===== config.mk =====
export PLATFORM = sky130hd
export DESIGN_NAME = cond_br_unit
export DESIGN_NICKNAME = d
export VERILOG_FILES = /design/src/rtl/cond_eval_pkg.sv /design/src/rtl/cond_eval.sv /design/src/rtl/target_calc.sv /design/src/rtl/cond_br_unit.sv
export SDC_FILE = /design/constraint.sdc
export NUM_CORES = 1
export LEC_CHECK = 0
export ABC_AREA = 1
export BUFFER_PORTS_ARGS = -buffer_cell sky130_fd_sc_hd__buf_2
export CAP_MARGIN = 30
export CORE_AREA = 2 2 90 92
export DETAILED_ROUTE_END_ITERATION = 12
export DIE_AREA = 0 0 92 94
export GPL_ROUTABILITY_DRIVEN = 1
export PLACE_DENSITY_LB_ADDON = 0.08
export SLEW_MARGIN = 30
export SYNTH_ARGS = -nofsm -noshare
export SYNTH_HDL_FRONTEND = slang
export SYNTH_SLANG_ARGS = --single-unit

===== constraint.sdc =====
create_clock -name clk -period 5.5 [get_ports clk]
set_clock_uncertainty 0.15 [all_clocks]
set_input_delay 1.1 -clock clk [delete_from_list [all_inputs] [get_ports clk]]
set_output_delay 1.1 -clock clk [all_outputs]
set_load 0.005 [all_outputs]

===== src/rtl/cond_eval_pkg.sv =====
package cond_eval_pkg;

  typedef enum logic [3:0] {
    CC_V  = 4'h0, CC_C  = 4'h1, CC_Z  = 4'h2, CC_NH = 4'h3,
    CC_N  = 4'h4, CC_T  = 4'h5, CC_LT = 4'h6, CC_LE = 4'h7,
    CC_NV = 4'h8, CC_NC = 4'h9, CC_NZ = 4'hA, CC_H  = 4'hB,
    CC_NS = 4'hC, CC_SA = 4'hD, CC_GE = 4'hE, CC_GT = 4'hF
  } cc_e;

  typedef struct packed {
    logic z;
    logic s;
    logic v;
    logic c;
    logic sat;
  } flags_t;

endpackage


===== src/rtl/cond_eval.sv =====
module cond_eval
  import cond_eval_pkg::*;
(
  input  logic [3:0] cc,
  input  flags_t     fl,
  output logic       hit
);
  // The low three bits pick a base term; bit 3 inverts it.
  // Code 13 replaces the inverted always-true term with saturation.
  logic lt_term;
  logic base;

  assign lt_term = fl.s ^ fl.v;

  always_comb begin
    unique case (cc[2:0])
      3'd0: base = fl.v;
      3'd1: base = fl.c;
      3'd2: base = fl.z;
      3'd3: base = fl.c | fl.z;
      3'd4: base = fl.s;
      3'd5: base = 1'b1;
      3'd6: base = lt_term;
      default: base = fl.z | lt_term;
    endcase
  end

  always_comb begin
    if (cc == CC_SA) hit = fl.sat;
    else             hit = base ^ cc[3];
  end
endmodule


===== src/rtl/target_calc.sv =====
module target_calc #(
  parameter int ADDR_W = 32,
  parameter int DISP_W = 9,
  parameter int STEP   = 2
) (
  input  logic [ADDR_W-1:0] pc,
  input  logic [DISP_W-1:0] disp,
  input  logic              take,
  output logic [ADDR_W-1:0] next
);
  localparam int EXT_W = ADDR_W - DISP_W;

  logic [ADDR_W-1:0] disp_ext;
  logic [ADDR_W-1:0] incr;

  assign disp_ext = {{EXT_W{disp[DISP_W-1]}}, disp};
  assign incr     = take ? disp_ext : ADDR_W'(STEP);
  assign next     = pc + incr;
endmodule


===== src/rtl/cond_br_unit.sv =====
module cond_br_unit
  import cond_eval_pkg::*;
#(
  parameter int ADDR_W = 32,
  parameter int DISP_W = 9,
  parameter int RES_W  = 32,
  parameter int STEP   = 2
) (
  input  logic              clk,
  input  logic              rst,
  input  logic              in_valid,
  input  logic [3:0]        in_cc,
  input  logic              flag_z,
  input  logic              flag_s,
  input  logic              flag_v,
  input  logic              flag_c,
  input  logic              flag_sat,
  input  logic [ADDR_W-1:0] in_pc,
  input  logic [DISP_W-1:0] in_disp,
  output logic              out_valid,
  output logic              out_taken,
  output logic [ADDR_W-1:0] out_target,
  output logic [RES_W-1:0]  out_setf
);
  localparam int PAD_W = RES_W - 1;

  flags_t            fl;
  logic              hit;
  logic [ADDR_W-1:0] next_pc;

  assign fl = '{z: flag_z, s: flag_s, v: flag_v, c: flag_c, sat: flag_sat};

  cond_eval u_eval (
    .cc  (in_cc),
    .fl  (fl),
    .hit (hit)
  );

  target_calc #(
    .ADDR_W (ADDR_W),
    .DISP_W (DISP_W),
    .STEP   (STEP)
  ) u_tgt (
    .pc   (in_pc),
    .disp (in_disp),
    .take (hit),
    .next (next_pc)
  );

  always_ff @(posedge clk) begin
    if (rst) begin
      out_valid  <= 1'b0;
      out_taken  <= 1'b0;
      out_target <= '0;
      out_setf   <= '0;
    end else begin
      out_valid <= in_valid;
      out_taken <= in_valid & hit;
      if (in_valid) begin
        out_target <= next_pc;
        out_setf   <= {{PAD_W{1'b0}}, hit};
      end
    end
  end
endmodule


After elaboration in Yosys (flattened, before gate mapping) --
Cells that the tools add are included. W data, S select, Z words.
Word-level totals: register bits 35, output and inout bits 66
Operators by class: add/subtract/negate cells 1, equality and inequality tests 7, multiplexer cells 3, bitwise gates (word level) 5, reductions and logical operators 1
Operators with widths (count):
- $add A32 B32 Y32 | 1
- $mux W32 | 1
- $eq A3 B3 Y1 const B | 3
- $pmux W1 S7 | 1
- $eq A3 B2 Y1 const B | 2
- $eq A4 B4 Y1 const B | 1
- $eq A3 B1 Y1 const B | 1
- $logic_not A3 Y1 | 1
- $or A1 B1 Y1 | 2
- $xor A1 B1 Y1 | 2
- $and A1 B1 Y1 | 1
- $mux W1 | 1

Longest topological paths before layout --
word-level depth 7, mapped depth 30, depth with buffers taken out 29

By module --
From an unflattened synthesis, not the netlist that was laid out.
Unflattened totals: cell total of the unflattened synthesis 711, area total of the unflattened synthesis 3992.6 um^2
Modules (own cells, without submodules):
- target_calc | times used 1, cells an instance 499, area each 2327.2 um^2, sequential area each 0.0 um^2
- cond_br_unit | times used 1, cells an instance 181, area each 1530.2 um^2, sequential area each 700.7 um^2
- cond_eval | times used 1, cells an instance 31, area each 135.1 um^2, sequential area each 0.0 um^2

Worst setup path before layout --
OpenSTA, ideal clock, no wires.
path kind input port to flip-flop, start in in_cc[1], end reg out_target[30], data arrival time 3.942 ns, setup slack 1.294 ns, cell stages on the path 26, path buffers 1, cells stage by stage inv_1 > nand2_1 > nand2_1 > nand2_1 > nand2_2 > nand3_2 > nand2_4 > buf_2 > nand2_1 > nor2_1 > ha_1 > inv_1 > fa_1 > nor2_1 > o21ai_0 > and2_1 > o21ai_0 > nand3_1 > nor2_1 > nor2_1 > o21ai_2 > nand2_1 > nand2_1 > nand2_1 > nand3_1 > nand2_1
Between the ends: word-level cells in the longest chain between the ends 6
RTL lines:
- start: declaration | line cond_br_unit.sv:12 | input logic [3:0] in_cc,
- $eq A3 B3 Y1, or another cell as far along | line cond_eval.sv:16 | unique case (cc[2:0])
- $pmux W1 S7 | line cond_eval.sv:16
- $xor A1 B1 Y1 | line cond_eval.sv:30 | else hit = base ^ cc[3];
- $mux W1 * | line cond_eval.sv:29 | if (cc == CC_SA) hit = fl.sat;
- $mux W32 * | line target_calc.sv:17 | assign incr = take ? disp_ext : ADDR_W'(STEP);
- $add A32 B32 Y32 * | line target_calc.sv:18 | assign next = pc + incr;
- end signal: assignment | line cond_br_unit.sv:60 | out_target <= next_pc;
- end: declaration | line cond_br_unit.sv:22 | output logic [ADDR_W-1:0] out_target,
Mark *: on every way between the ends. The rest lies on a longest branch, timed or not. A chain may end at the register's enable or synchronous reset.

Worst setup path after layout --
Same ends and word-level chain as after synthesis.

==> parameters.txt <==
Parameter                              Value

Clock tree
  CTS tree    done
  Hold-fix buffer count after cts    0
  CTS resizes    0
  Clock network latency to the later pin of the worst-skew pair    about 0.29 ns
  Number of clock sinks    35
  Number of H-tree branching levels    2
  Clock root buffer    sky130_fd_sc_hd__clkbuf_8
  Count of buffers added by post-CTS timing repair for setup    0
  Clock-pin slew on the worst setup and hold paths    about 0.07 ns
  Total clock buffers created by CTS    5
  Worst-case clock buffer depth    2

Die
  Number of placement rows    32
  Die outline width    slightly above 90 um
  IO Count    approximately 120
  Die Outline Area    approximately 0.0086 mm^2
  Core Area    around 0.0076 mm^2
  Vertical extent of the die    94 um
  Initial Utilization    a little under half

Finish
  ANT cells    0
  Share of layout cells above drive strength 1    between 10% and 20%
  Cell area after layout    0.00410 mm^2
  Post-layout nets    between 700 and 800
  Number of fillers in the final layout    roughly 840
  Area growth from synthesis to layout    12.5%
  Multi-input combinational cell area    roughly 0.0024 mm^2
  Register area    701 um^2

STA
  Hold Vio Cnt, Final    0
  Unrepaired setup endpoints after global routing    false
  Transition time at the pin with the least slew margin    0.954 ns
  Max-Slew Margin vs Limit    roughly 36%
  Final critical-path share of the clock period    approximately 84%
  Final setup violating endpoints    0
  Fmax achieved    217 MHz
  Final critical path time including I/O delays and setup    between 4 and 5 ns
  Total negative slack for setup checks    0 ns
  Smallest setup slack after layout    roughly 0.9 ns
  Fin. max-slew vios    0

Synth
  Netlist cell types    39
  #FFs+latches synth    35
  Cell taking the most area after synthesis    sky130_fd_sc_hd__dfxtp_1
  Post-synthesis area per instance    a little under 6 um^2
  Cell area after technology mapping    roughly 0.0036 mm^2
  Warnings from Yosys    0
  Top_reg_cell synth    sky130_fd_sc_hd__dfxtp_1
  Cells after Synth    615
  Share of the synthesized area in the top cell type    19.2%
  Post-synthesis sequential area ratio    approximately a fifth
  Number of enable flip-flop cells after synthesis    0
  Cells taking the most area after synthesis    sky130_fd_sc_hd__dfxtp_1 (19%), sky130_fd_sc_hd__nand2_1 (18%), sky130_fd_sc_hd__inv_1 (9.1%)
  Share of async-settable or async-resettable flops after synthesis    0%

Outcome
  Outcome    complete, no violations

Place
  HPWL after detailed placement    approximately 8.5 mm
  Area post-placement    about 0.0040 mm^2
  Global placer's final weighted congestion    approximately 0.91
  Count of input and output buffers    87
  Post-placement setup slack    0.611 ns

GRT
  Total congestion overflow    0
  First-pass GRT wire length    16.9 mm
  Maximum number of pins on one net before global-route repair    32
  All-layer global routing usage    roughly a quarter
  Via count of the first global-routing pass    between 3,000 and 4,000
  Initial antenna violation count    0

Pwr
  Overall power consumption    0.850 mW
  Pwr per Cell Area    roughly 210 mW/mm^2
  Worst vdd ir    113 uV
  Static Leak    approximately 2.3 nW

Run
  # Max-Cap Violations    0

Detailed routing
  DR WL/cell    ~13 um
  First-iteration detailed-routing DRC count    about 130
  Residual DRC    0
  Total detailed-routing wirelength    between 10 and 15 mm
  ANT nets after route    0
  Total number of vias    between 4,000 and 5,000
  Pre-Repair DR Iteration Count    5
  Drt via density    5.06

Setup path
  WS Path Type    input port to flip-flop
  Critical path peak fanout    24
  Startpoint kind of the worst setup timing path    input port
  Endpoint required time on the critical path    approximately 5.5 ns
  Critical Path End Type    flip-flop
  Arrival time at the worst endpoint    4.64 ns

Hold path
  Worst min-delay path category    flip-flop to flip-flop
-- layout make-up --
class                           instances  area share [%]
Inverter                               94            8.64
Multi-Input combinational cell        469            58.2
Tap cell                              102            3.11
Clock inverter                          1           0.122
Clock buffer                            6            2.02
Sequential cell                        35            17.1
Timing Repair Buffer                   88            10.8
-- flip-flops by register name, summed over array words and instances (netlist names) --
name / cells
out_setf: 1
out_valid: 1
out_target: 32
out_taken: 1
-- worst paths after layout --
check                 startpoint        endpoint  slack, ns  cells after the start
setup / recovery        in_cc[1]  out_target[30]       0.90                     26
hold / removal    out_target[29]  out_target[29]       0.30                      2
setup reg to reg   out_target[6]   out_target[6]       4.72                      2
hold reg to reg   out_target[29]  out_target[29]       0.30                      2
-- critical path: stages --
cell and delay (ns):
sky130_fd_sc_hd__buf_2 0.13, sky130_fd_sc_hd__inv_1 0.07, sky130_fd_sc_hd__nand2_1 0.05, sky130_fd_sc_hd__nand2_1 0.05
sky130_fd_sc_hd__nand2_1 0.05, sky130_fd_sc_hd__nand2_2 0.09, sky130_fd_sc_hd__nand3_2 0.10, sky130_fd_sc_hd__nand2_4 0.22
sky130_fd_sc_hd__nand2_1 0.29, sky130_fd_sc_hd__nor2_1 0.18, sky130_fd_sc_hd__ha_1 0.18, sky130_fd_sc_hd__inv_1 0.05
sky130_fd_sc_hd__fa_1 0.38, sky130_fd_sc_hd__nor2_1 0.16, sky130_fd_sc_hd__o21ai_0 0.09, sky130_fd_sc_hd__and2_1 0.16
sky130_fd_sc_hd__o21ai_0 0.34, sky130_fd_sc_hd__nand3_1 0.15, sky130_fd_sc_hd__nor2_1 0.14, sky130_fd_sc_hd__nor2_1 0.11
sky130_fd_sc_hd__o21ai_2 0.21, sky130_fd_sc_hd__nand2_1 0.10, sky130_fd_sc_hd__nand2_1 0.07, sky130_fd_sc_hd__nand2_1 0.05
sky130_fd_sc_hd__nand3_1 0.06, sky130_fd_sc_hd__nand2_1 0.06
-- per-stage QoR --
step	cells	utilization [%]	hold slack, ns
finish	795	53.9	0.300
global route	795	53.9	0.316
CTS	795	53.9	0.304
detailed placement	788	52.7	0.284
global placement	788	52.6	0.285
floorplan	645	-	0.298
-- power by group --
| group | total, mW | switching (mW) | internal (mW) |
|---|---|---|---|
| Clock | 0.191 | 0.0923 | 0.0982 |
| Combinational | 0.366 | 0.239 | 0.126 |
| Sequential | 0.294 | 0.0128 | 0.281 |
-- cell families after synthesis --
family                     synth area share, %
xor gates and xnor gates                  2.41
and+or+nand+nor                           42.8
other                                    0.103
DFF                                       19.2
AOI/OAI and AO/OA                         13.6
buffers and inverters                     18.6
adders and majority gates                 3.30
-- cell usage in the layout (no fill, tap or decap), types with 8 or more instances in the layout --
cell type / instances
sky130_fd_sc_hd__buf_2: 87
sky130_fd_sc_hd__o21ai_0: 29
sky130_fd_sc_hd__nand2_1: 175
sky130_fd_sc_hd__o41ai_1: 18
sky130_fd_sc_hd__conb_1: 31
sky130_fd_sc_hd__nor2_2: 8
sky130_fd_sc_hd__nand3_1: 47
sky130_fd_sc_hd__nand2_2: 14
sky130_fd_sc_hd__inv_1: 88
sky130_fd_sc_hd__xor2_1: 8
sky130_fd_sc_hd__dfxtp_1: 35
sky130_fd_sc_hd__nand4_1: 30
sky130_fd_sc_hd__nor2_1: 58
sky130_fd_sc_hd__ha_1: 8
-- metal layers --
layer | GRT usage, % | vias to the layer above | wire length [um]
li1 | - | 2098 | -
met1 | 28.3 | 1767 | 4490
met2 | 42.8 | 125 | 4840
met4 | 12.8 | 0 | 472
met5 | 0 | - | 0
met3 | 3.61 | 29 | 561
-- cell usage after synthesis, types with 3 or more instances --
library cell	n
sky130_fd_sc_hd__ha_1	8
sky130_fd_sc_hd__and2_1	3
sky130_fd_sc_hd__nor2_2	8
sky130_fd_sc_hd__o41ai_1	18
sky130_fd_sc_hd__nand4_1	30
sky130_fd_sc_hd__buf_6	3
sky130_fd_sc_hd__dfxtp_1	35
sky130_fd_sc_hd__buf_2	5
sky130_fd_sc_hd__inv_2	5
sky130_fd_sc_hd__clkbuf_1	8
sky130_fd_sc_hd__xor2_1	8
sky130_fd_sc_hd__o21ai_1	7
sky130_fd_sc_hd__a21oi_1	6
sky130_fd_sc_hd__nand3_1	47
sky130_fd_sc_hd__o21ai_0	29
sky130_fd_sc_hd__nand2_2	14
sky130_fd_sc_hd__nand3b_1	3
sky130_fd_sc_hd__nor2_1	59
sky130_fd_sc_hd__nand2_1	175
sky130_fd_sc_hd__inv_1	88
sky130_fd_sc_hd__buf_4	31
Note: power is estimated with default switching activity, not from simulation.
